`config.mk`:
```
export PLATFORM = sky130hd
export DESIGN_NAME = systolic_mm
export DESIGN_NICKNAME = d
export VERILOG_FILES = /design/src/rtl/systolic_mm_pkg.sv /design/src/rtl/systolic_mm_ctrl.sv /design/src/rtl/systolic_mm_lane.sv /design/src/rtl/systolic_mm_pe.sv /design/src/rtl/systolic_mm_datapath.sv /design/src/rtl/systolic_mm.sv
export SDC_FILE = /design/constraint.sdc
export NUM_CORES = 2
export LEC_CHECK = 0
export BUFFER_PORTS_ARGS = -buffer_cell sky130_fd_sc_hd__buf_2
export CORE_UTILIZATION = 40
export CTS_CLUSTER_SIZE = 25
export DETAILED_ROUTE_END_ITERATION = 8
export GPL_TIMING_DRIVEN = 0
export PLACE_DENSITY_LB_ADDON = 0.08
export SLEW_MARGIN = 20
export SYNTH_ARGS = -nofsm -noshare
export SYNTH_HDL_FRONTEND = slang
export SYNTH_SLANG_ARGS = --single-unit
```
`constraint.sdc`:
```
create_clock -name clk -period 9 [get_ports clk]
set_clock_uncertainty 0.2 [all_clocks]
set_input_delay 1.35 -clock clk [delete_from_list [all_inputs] [get_ports clk]]
set_output_delay 1.35 -clock clk [all_outputs]
set_load 0.1 [all_outputs]
```
`src/rtl/systolic_mm_pkg.sv`:
```
package systolic_mm_pkg;

  typedef enum logic [1:0] {
    ST_IDLE,
    ST_RUN,
    ST_WRITE,
    ST_FIN
  } mmState_e;

  // strobes from the sequencer to the datapath
  typedef struct packed {
    logic clear;     // start accepted: zero sums, counters, boundary regs
    logic step;      // one compute / operand-shift step
    logic writeOut;  // copy all sums into the result memory
  } mmStrobe_t;

endpackage

```
`src/rtl/systolic_mm_ctrl.sv`:
```
module systolic_mm_ctrl
  import systolic_mm_pkg::*;
#(
  parameter int LAST_STEP = 10,
  parameter int STEP_W    = 4
) (
  input  logic              clk,
  input  logic              rstN,
  input  logic              start,
  output mmStrobe_t         stb,
  output logic [STEP_W-1:0] stepCnt,
  output logic              done
);

  mmState_e state;

  always_ff @(posedge clk or negedge rstN) begin
    if (!rstN) begin
      state   <= ST_IDLE;
      stepCnt <= '0;
    end else begin
      case (state)
        ST_IDLE: if (start) begin
          state   <= ST_RUN;
          stepCnt <= '0;
        end
        ST_RUN: begin
          if (stepCnt == STEP_W'(LAST_STEP)) state <= ST_WRITE;
          else stepCnt <= stepCnt + 1'b1;
        end
        ST_WRITE: state <= ST_FIN;
        default:  state <= ST_IDLE;
      endcase
    end
  end

  always_comb begin
    stb.clear    = (state == ST_IDLE) && start;
    stb.step     = (state == ST_RUN);
    stb.writeOut = (state == ST_WRITE);
    done         = (state == ST_FIN);
  end

endmodule

```
`src/rtl/systolic_mm_lane.sv`:
```
module systolic_mm_lane #(
  parameter int DEPTH  = 5,
  parameter int W      = 8,
  parameter int MEM_AW = 3,
  parameter int IDX_W  = 3,
  parameter int STEP_W = 4,
  parameter int OFFSET = 0
) (
  input  logic                clk,
  input  logic                rstN,
  input  logic                clear,
  input  logic                step,
  input  logic [STEP_W-1:0]   stepCnt,
  input  logic                wrEn,
  input  logic [MEM_AW-1:0]   wrAddr,
  input  logic signed [W-1:0] wrData,
  output logic signed [W-1:0] bnd
);

  logic signed [W-1:0] mem [DEPTH];
  logic [IDX_W-1:0]    idx;
  logic                active;

  always_ff @(posedge clk) begin
    if (wrEn) mem[wrAddr] <= wrData;
  end

  // lane begins OFFSET steps late and stops after DEPTH reads
  assign active = (stepCnt >= STEP_W'(OFFSET)) && (idx != IDX_W'(DEPTH));

  always_ff @(posedge clk or negedge rstN) begin
    if (!rstN) begin
      idx <= '0;
      bnd <= '0;
    end else if (clear) begin
      idx <= '0;
      bnd <= '0;
    end else if (step) begin
      if (active) begin
        bnd <= mem[idx[MEM_AW-1:0]];
        idx <= idx + 1'b1;
      end else begin
        bnd <= '0;
      end
    end
  end

endmodule

```
`src/rtl/systolic_mm_pe.sv`:
```
module systolic_mm_pe #(
  parameter int W         = 8,
  parameter int ACC_W     = 19,
  parameter bit HAS_RIGHT = 1'b1,
  parameter bit HAS_DOWN  = 1'b1
) (
  input  logic                    clk,
  input  logic                    rstN,
  input  logic                    clear,
  input  logic                    step,
  input  logic signed [W-1:0]     aIn,
  input  logic signed [W-1:0]     bIn,
  output logic signed [W-1:0]     aOut,
  output logic signed [W-1:0]     bOut,
  output logic signed [ACC_W-1:0] acc
);

  logic signed [2*W-1:0] prod;
  assign prod = aIn * bIn;

  always_ff @(posedge clk or negedge rstN) begin
    if (!rstN)      acc <= '0;
    else if (clear) acc <= '0;
    else if (step)  acc <= acc + ACC_W'(prod);
  end

  if (HAS_RIGHT) begin : g_right
    always_ff @(posedge clk or negedge rstN) begin
      if (!rstN)      aOut <= '0;
      else if (clear) aOut <= '0;
      else if (step)  aOut <= aIn;
    end
  end else begin : g_noRight
    assign aOut = '0;
  end

  if (HAS_DOWN) begin : g_down
    always_ff @(posedge clk or negedge rstN) begin
      if (!rstN)      bOut <= '0;
      else if (clear) bOut <= '0;
      else if (step)  bOut <= bIn;
    end
  end else begin : g_noDown
    assign bOut = '0;
  end

endmodule

```
`src/rtl/systolic_mm_datapath.sv`:
```
module systolic_mm_datapath
  import systolic_mm_pkg::*;
#(
  parameter int ROWS   = 3,
  parameter int COLS   = 4,
  parameter int DEPTH  = 5,
  parameter int W      = 8,
  parameter int ACC_W  = 19,
  parameter int MEM_AW = 3,
  parameter int IDX_W  = 3,
  parameter int STEP_W = 4,
  parameter int LANE_W = 2,
  parameter int OUT_AW = 4
) (
  input  logic                    clk,
  input  logic                    rstN,
  input  mmStrobe_t               stb,
  input  logic [STEP_W-1:0]       stepCnt,
  input  logic                    ldEn,
  input  logic                    ldSide,
  input  logic [LANE_W-1:0]       ldLane,
  input  logic [MEM_AW-1:0]       ldAddr,
  input  logic signed [W-1:0]     ldData,
  input  logic [OUT_AW-1:0]       resAddr,
  output logic signed [ACC_W-1:0] resData
);

  localparam int CELLS = ROWS * COLS;

  logic signed [W-1:0]     aLink [ROWS][COLS+1];
  logic signed [W-1:0]     bLink [ROWS+1][COLS];
  logic signed [ACC_W-1:0] accAll [CELLS];
  logic signed [ACC_W-1:0] outMem [CELLS];

  for (genvar r = 0; r < ROWS; r++) begin : g_left
    systolic_mm_lane #(
      .DEPTH(DEPTH), .W(W), .MEM_AW(MEM_AW), .IDX_W(IDX_W),
      .STEP_W(STEP_W), .OFFSET(r)
    ) lane_i (
      .clk(clk), .rstN(rstN), .clear(stb.clear), .step(stb.step),
      .stepCnt(stepCnt),
      .wrEn(ldEn && !ldSide && (ldLane == LANE_W'(r))),
      .wrAddr(ldAddr), .wrData(ldData),
      .bnd(aLink[r][0])
    );
  end

  for (genvar c = 0; c < COLS; c++) begin : g_top
    systolic_mm_lane #(
      .DEPTH(DEPTH), .W(W), .MEM_AW(MEM_AW), .IDX_W(IDX_W),
      .STEP_W(STEP_W), .OFFSET(c)
    ) lane_i (
      .clk(clk), .rstN(rstN), .clear(stb.clear), .step(stb.step),
      .stepCnt(stepCnt),
      .wrEn(ldEn && ldSide && (ldLane == LANE_W'(c))),
      .wrAddr(ldAddr), .wrData(ldData),
      .bnd(bLink[0][c])
    );
  end

  for (genvar r = 0; r < ROWS; r++) begin : g_row
    for (genvar c = 0; c < COLS; c++) begin : g_col
      systolic_mm_pe #(
        .W(W), .ACC_W(ACC_W),
        .HAS_RIGHT(c != COLS - 1), .HAS_DOWN(r != ROWS - 1)
      ) pe_i (
        .clk(clk), .rstN(rstN), .clear(stb.clear), .step(stb.step),
        .aIn(aLink[r][c]), .bIn(bLink[r][c]),
        .aOut(aLink[r][c+1]), .bOut(bLink[r+1][c]),
        .acc(accAll[r*COLS + c])
      );
    end
  end

  for (genvar i = 0; i < CELLS; i++) begin : g_out
    always_ff @(posedge clk or negedge rstN) begin
      if (!rstN)             outMem[i] <= '0;
      else if (stb.writeOut) outMem[i] <= accAll[i];
    end
  end

  assign resData = outMem[resAddr];

endmodule

```
`src/rtl/systolic_mm.sv`:
```
module systolic_mm
  import systolic_mm_pkg::*;
#(
  parameter int ROWS       = 3,
  parameter int COLS       = 4,
  parameter int TOP_DEPTH  = 5,
  parameter int LEFT_DEPTH = 5,
  parameter int W          = 8,
  localparam int DEPTH     = TOP_DEPTH,
  localparam int ACC_W     = 2 * W + $clog2(DEPTH),
  localparam int MEM_AW    = (DEPTH > 1) ? $clog2(DEPTH) : 1,
  localparam int IDX_W     = $clog2(DEPTH + 1),
  localparam int LAST_STEP = DEPTH + ROWS + COLS - 2,
  localparam int STEP_W    = $clog2(LAST_STEP + 1),
  localparam int MAX_LANES = (ROWS > COLS) ? ROWS : COLS,
  localparam int LANE_W    = (MAX_LANES > 1) ? $clog2(MAX_LANES) : 1,
  localparam int OUT_AW    = (ROWS * COLS > 1) ? $clog2(ROWS * COLS) : 1
) (
  input  logic                    clk,
  input  logic                    rstN,
  input  logic                    start,
  output logic                    done,
  input  logic                    ldEn,
  input  logic                    ldSide,
  input  logic [LANE_W-1:0]       ldLane,
  input  logic [MEM_AW-1:0]       ldAddr,
  input  logic signed [W-1:0]     ldData,
  input  logic [OUT_AW-1:0]       resAddr,
  output logic signed [ACC_W-1:0] resData
);

  // inner dimensions must agree
  if (TOP_DEPTH != LEFT_DEPTH) begin : g_depthMismatch
    $error("systolic_mm: top and left operand depths differ");
  end

  mmStrobe_t         ctrlStb;
  logic [STEP_W-1:0] stepCnt;

  systolic_mm_ctrl #(
    .LAST_STEP(LAST_STEP), .STEP_W(STEP_W)
  ) ctrl_i (
    .clk(clk), .rstN(rstN), .start(start),
    .stb(ctrlStb), .stepCnt(stepCnt), .done(done)
  );

  systolic_mm_datapath #(
    .ROWS(ROWS), .COLS(COLS), .DEPTH(DEPTH), .W(W), .ACC_W(ACC_W),
    .MEM_AW(MEM_AW), .IDX_W(IDX_W), .STEP_W(STEP_W),
    .LANE_W(LANE_W), .OUT_AW(OUT_AW)
  ) dp_i (
    .clk(clk), .rstN(rstN), .stb(ctrlStb), .stepCnt(stepCnt),
    .ldEn(ldEn), .ldSide(ldSide), .ldLane(ldLane),
    .ldAddr(ldAddr), .ldData(ldData),
    .resAddr(resAddr), .resData(resData)
  );

endmodule

```
==> metrics <==
clock latency of the later-clocked register in the worst-skew pair 0.78 ns; endpoint type of the worst setup path flip-flop; peak supply drop 218 uV; clk sinks 955; CTS buffer count 109; Post-Syn Nets 8705; Total Neg Setup Slack 0 ns; capture point of the worst reg-to-reg path dp_i.g_row[0].g_col[2].pe_i.acc[13]; filler cell count 18.8k; Period minus WS final 6.65 ns; quantity of I/O buffers inserted on ports 40; H-tree depth 3; dominant cell type by count on the critical path sky130_fd_sc_hd__fa_1; most used flip-flop cell after synthesis sky130_fd_sc_hd__dfrtp_1; number of antenna violations at the first check in global routing 22; pin count of the biggest net entering global routing 94; worst-path fanout max 12; Avg Synthesized Cell Area 11.3 um^2; Non-Filler Cell Area, Final 88200 um^2; cell accounting for the most synthesized area sky130_fd_sc_hd__fa_1; final worst path period share 73.9%; Critical Path RT 9.46 ns; run status completed; Cell Area, Placed 84300 um^2; first element of the critical path dp_i.g_top[2].lane_i.bnd[0]; effective utilization at floorplan 40.4%; maximum number of buffers from clock root to sink 3; count of final hold-check violations 0; element type at the critical path start flip-flop; number of flops mapped to enable cells by yosys 280; Commonest cells post-synth sky130_fd_sc_hd__inv_1 (1182), sky130_fd_sc_hd__fa_1 (1008), sky130_fd_sc_hd__dfrtp_1 (675); total global routing track utilization 24.2%; Synth Cell Area 80200 um^2; unrepaired setup endpoints after global routing no; Routability Congestion 0.998; placed wire-length estimate 191 mm; Avg WL per Cell 23.7 um; number of remaining DRC errors 0; arrival time of data at the critical path endpoint 7.11 ns; Routed met2 length 115 mm; number of iterations in the first detailed-routing pass 5; die width 450 um; Slew headroom 26.6%; grt ovf 0; post-CTS resize count 0; final-report max-slew violation count 0; area of the core 198000 um^2; number of nets still failing antenna checks after routing 0; fraction of post-synthesis cell area in the top cell type by area 25.2%; flip-flop and latch count after synthesis 955; final core utilization 44.5%; via count of the first global-routing pass 55.2k; cells along the critical path clkbuf_1, and2_1, inv_1, fa_1, inv_1, fa_1, fa_1, fa_1, fa_1, ha_1, a21oi_1, nor2b_1, nor4_1, or2_1, xor2_1, a211oi_1; DRC violation total after the first TritonRoute iteration 3278; Hold/Removal Path Class reg2reg; worst slew pin tran 1.10 ns; area overhead of the layout relative to synthesis 10.1%; Vias/cell 5.14; clock input transition at the sequential cells of the worst setup and hold paths 0.06 ns; number of warnings reported in the yosys synthesis log 0; final count of negative-setup-slack endpoints 0; power density over the cells 366 nW/um^2; Async S/R FF share, synth 70.7%; area of the die 202000 um^2; count of pins on the block boundary 42; synthesized instance count 7125; Routed Wire Length 238 mm; number of placement rows 163; most frequently used cell type in the post-synthesis netlist sky130_fd_sc_hd__inv_1; path type of the worst setup path reg2reg; timing endpoint of the critical path dp_i.g_row[0].g_col[2].pe_i.acc[13]; CP max stage cell sky130_fd_sc_hd__and2_1; vertical die dimension 450 um; Clk Tree Root Cell sky130_fd_sc_hd__clkbuf_16; # nets final 8882; sequential share of the synthesized area 31.6%; total setup buffers inserted after CTS 0; number of max-cap violations 0; number of vias after detailed routing 51.7k; kind of cell adding the most delay to the critical path adder cells; Buf+Inv Stages, Crit Path 3; Yosys cell types 64; ranking of synthesized cells by area sky130_fd_sc_hd__fa_1 (25%), sky130_fd_sc_hd__dfrtp_1 (21%), sky130_fd_sc_hd__edfxtp_1 (10%); Post-Route M1 WL 104 mm; path depth of the worst reg2reg path 16; fraction of final layout cells with drive strength greater than 1 9.84%; Worst path max stage delay 0.81 ns; flop2flop setup slack 2.35 ns; TritonCTS clock tree built; Pleak 0.0430 uW; FMAX 150 MHz; Met3 Wirelength 11.1 mm; RR Startpoint dp_i.g_top[2].lane_i.bnd[0]; stages on the worst setup path 16; hold buffer count at cts 0; first-pass GRT wire length 360 mm; topmost layer with routed signal wires met5
## layout by cell type, fill, tap and decap left out, types with 13 or more instances in the layout
| master | n |
|---|---|
| sky130_fd_sc_hd__inv_1 | 1182 |
| sky130_fd_sc_hd__fa_1 | 1008 |
| sky130_fd_sc_hd__dfrtp_1 | 675 |
| sky130_fd_sc_hd__ha_1 | 550 |
| sky130_fd_sc_hd__nand2_1 | 440 |
| sky130_fd_sc_hd__nor2_1 | 420 |
| sky130_fd_sc_hd__and2_1 | 414 |
| sky130_fd_sc_hd__mux2i_1 | 344 |
| sky130_fd_sc_hd__edfxtp_1 | 280 |
| sky130_fd_sc_hd__mux2_2 | 240 |
| sky130_fd_sc_hd__clkbuf_1 | 232 |
| sky130_fd_sc_hd__xnor2_1 | 173 |
| sky130_fd_sc_hd__a21oi_1 | 135 |
| sky130_fd_sc_hd__o21ai_1 | 131 |
| sky130_fd_sc_hd__mux4_2 | 113 |
| sky130_fd_sc_hd__clkbuf_16 | 110 |
| sky130_fd_sc_hd__nor2b_1 | 99 |
| sky130_fd_sc_hd__buf_2 | 93 |
| sky130_fd_sc_hd__o21ai_0 | 78 |
| sky130_fd_sc_hd__a211oi_1 | 69 |
| sky130_fd_sc_hd__nor3_1 | 61 |
| sky130_fd_sc_hd__nand2b_1 | 41 |
| sky130_fd_sc_hd__clkbuf_2 | 39 |
| sky130_fd_sc_hd__o21a_1 | 39 |
| sky130_fd_sc_hd__o22ai_1 | 38 |
| sky130_fd_sc_hd__xor2_1 | 37 |
| sky130_fd_sc_hd__nand3_1 | 35 |
| sky130_fd_sc_hd__a21o_1 | 26 |
| sky130_fd_sc_hd__clkinv_2 | 25 |
| sky130_fd_sc_hd__a31oi_1 | 23 |
| sky130_fd_sc_hd__and3_1 | 17 |
| sky130_fd_sc_hd__clkbuf_8 | 16 |
| sky130_fd_sc_hd__buf_16 | 15 |
| sky130_fd_sc_hd__o211ai_1 | 14 |
| sky130_fd_sc_hd__bufinv_16 | 14 |
| sky130_fd_sc_hd__a211oi_2 | 13 |
## kinds of logic (layout without fill, tap and decap cells)
| kind of cell | Yosys count | after routing | synth area share [%] |
|---|---|---|---|
| other cells | 0 | 7 | 0 |
| mux | 697 | 697 | 10.8 |
| flops | 955 | 955 | 31.6 |
| compound gates | 626 | 626 | 4.88 |
| buf+inv | 1496 | 1768 | 7.08 |
| fa+ha+maj | 1558 | 1558 | 33.8 |
| simple gates | 1583 | 1583 | 9.58 |
| xor+xnor | 210 | 210 | 2.29 |
## layer usage
layer / GRT usage, % / up-vias
li1: - / 23300
met1: 32.4 / 27100
met2: 40.0 / 961
met3: 3.90 / 298
met4: 7.55 / 2
met5: 0 / -
## cell type report
class	count	area, um^2	area share [%]
timing repair buffer	66	820	0.929
buffer	313	1290	1.46
tap	2640	3300	3.74
multi-input combinational	4674	49200	55.8
clock buffer	143	3040	3.44
antenna	7	17.5	0.0199
clock inverter	63	830	0.940
sequential	955	25300	28.7
inverter	1183	4440	5.03
## metrics by stage
stage	total power (uW)	setup WS, ns	hold slack [ns]	instances
after detailed placement	27600	2.42	0.290	9831
after CTS	32700	2.36	0.284	10000
after global routing	35200	2.00	0.311	10000
after global placement	27300	-9.08	0.284	9805
final	32300	2.35	0.305	10000
after floorplan	21000	3.56	0.275	7125
## power breakdown
part | total, uW | internal [uW] | switching (uW)
sequential | 7180 | 5740 | 1440
combinational | 20300 | 8190 | 12100
clock | 4830 | 2800 | 2030
total | 32300 | 16700 | 15500
## worst min-delay path by stage
stage,start,endpoint,slack (ns),cells after the start
after floorplan,dp_i.outMem[100],dp_i.outMem[100],0.28,1
after global placement,dp_i.outMem[56],dp_i.outMem[56],0.28,1
after detailed placement,dp_i.outMem[189],dp_i.outMem[189],0.29,1
after CTS,rstN,dp_i.g_row[2].g_col[3].pe_i.acc[2],0.28,1
after global routing,dp_i.outMem[111],dp_i.outMem[111],0.31,1
final,dp_i.outMem[177],dp_i.outMem[177],0.31,1
## flip-flops by register name, indices dropped and copies added, names as in the netlist, 4 cells and up
signal / count
dp_i.g_left.lane_i.mem: 120
dp_i.g_left.lane_i.idx: 9
dp_i.g_row.g_col.pe_i.acc: 228
dp_i.g_top.lane_i.mem: 160
ctrl_i.stepCnt: 4
dp_i.g_top.lane_i.bnd: 32
dp_i.g_left.lane_i.bnd: 24
dp_i.g_top.lane_i.idx: 12
dp_i.g_row.g_col.pe_i.aOut: 72
dp_i.outMem: 228
dp_i.g_row.g_col.pe_i.bOut: 64
Power figures use the tool's default switching activity.
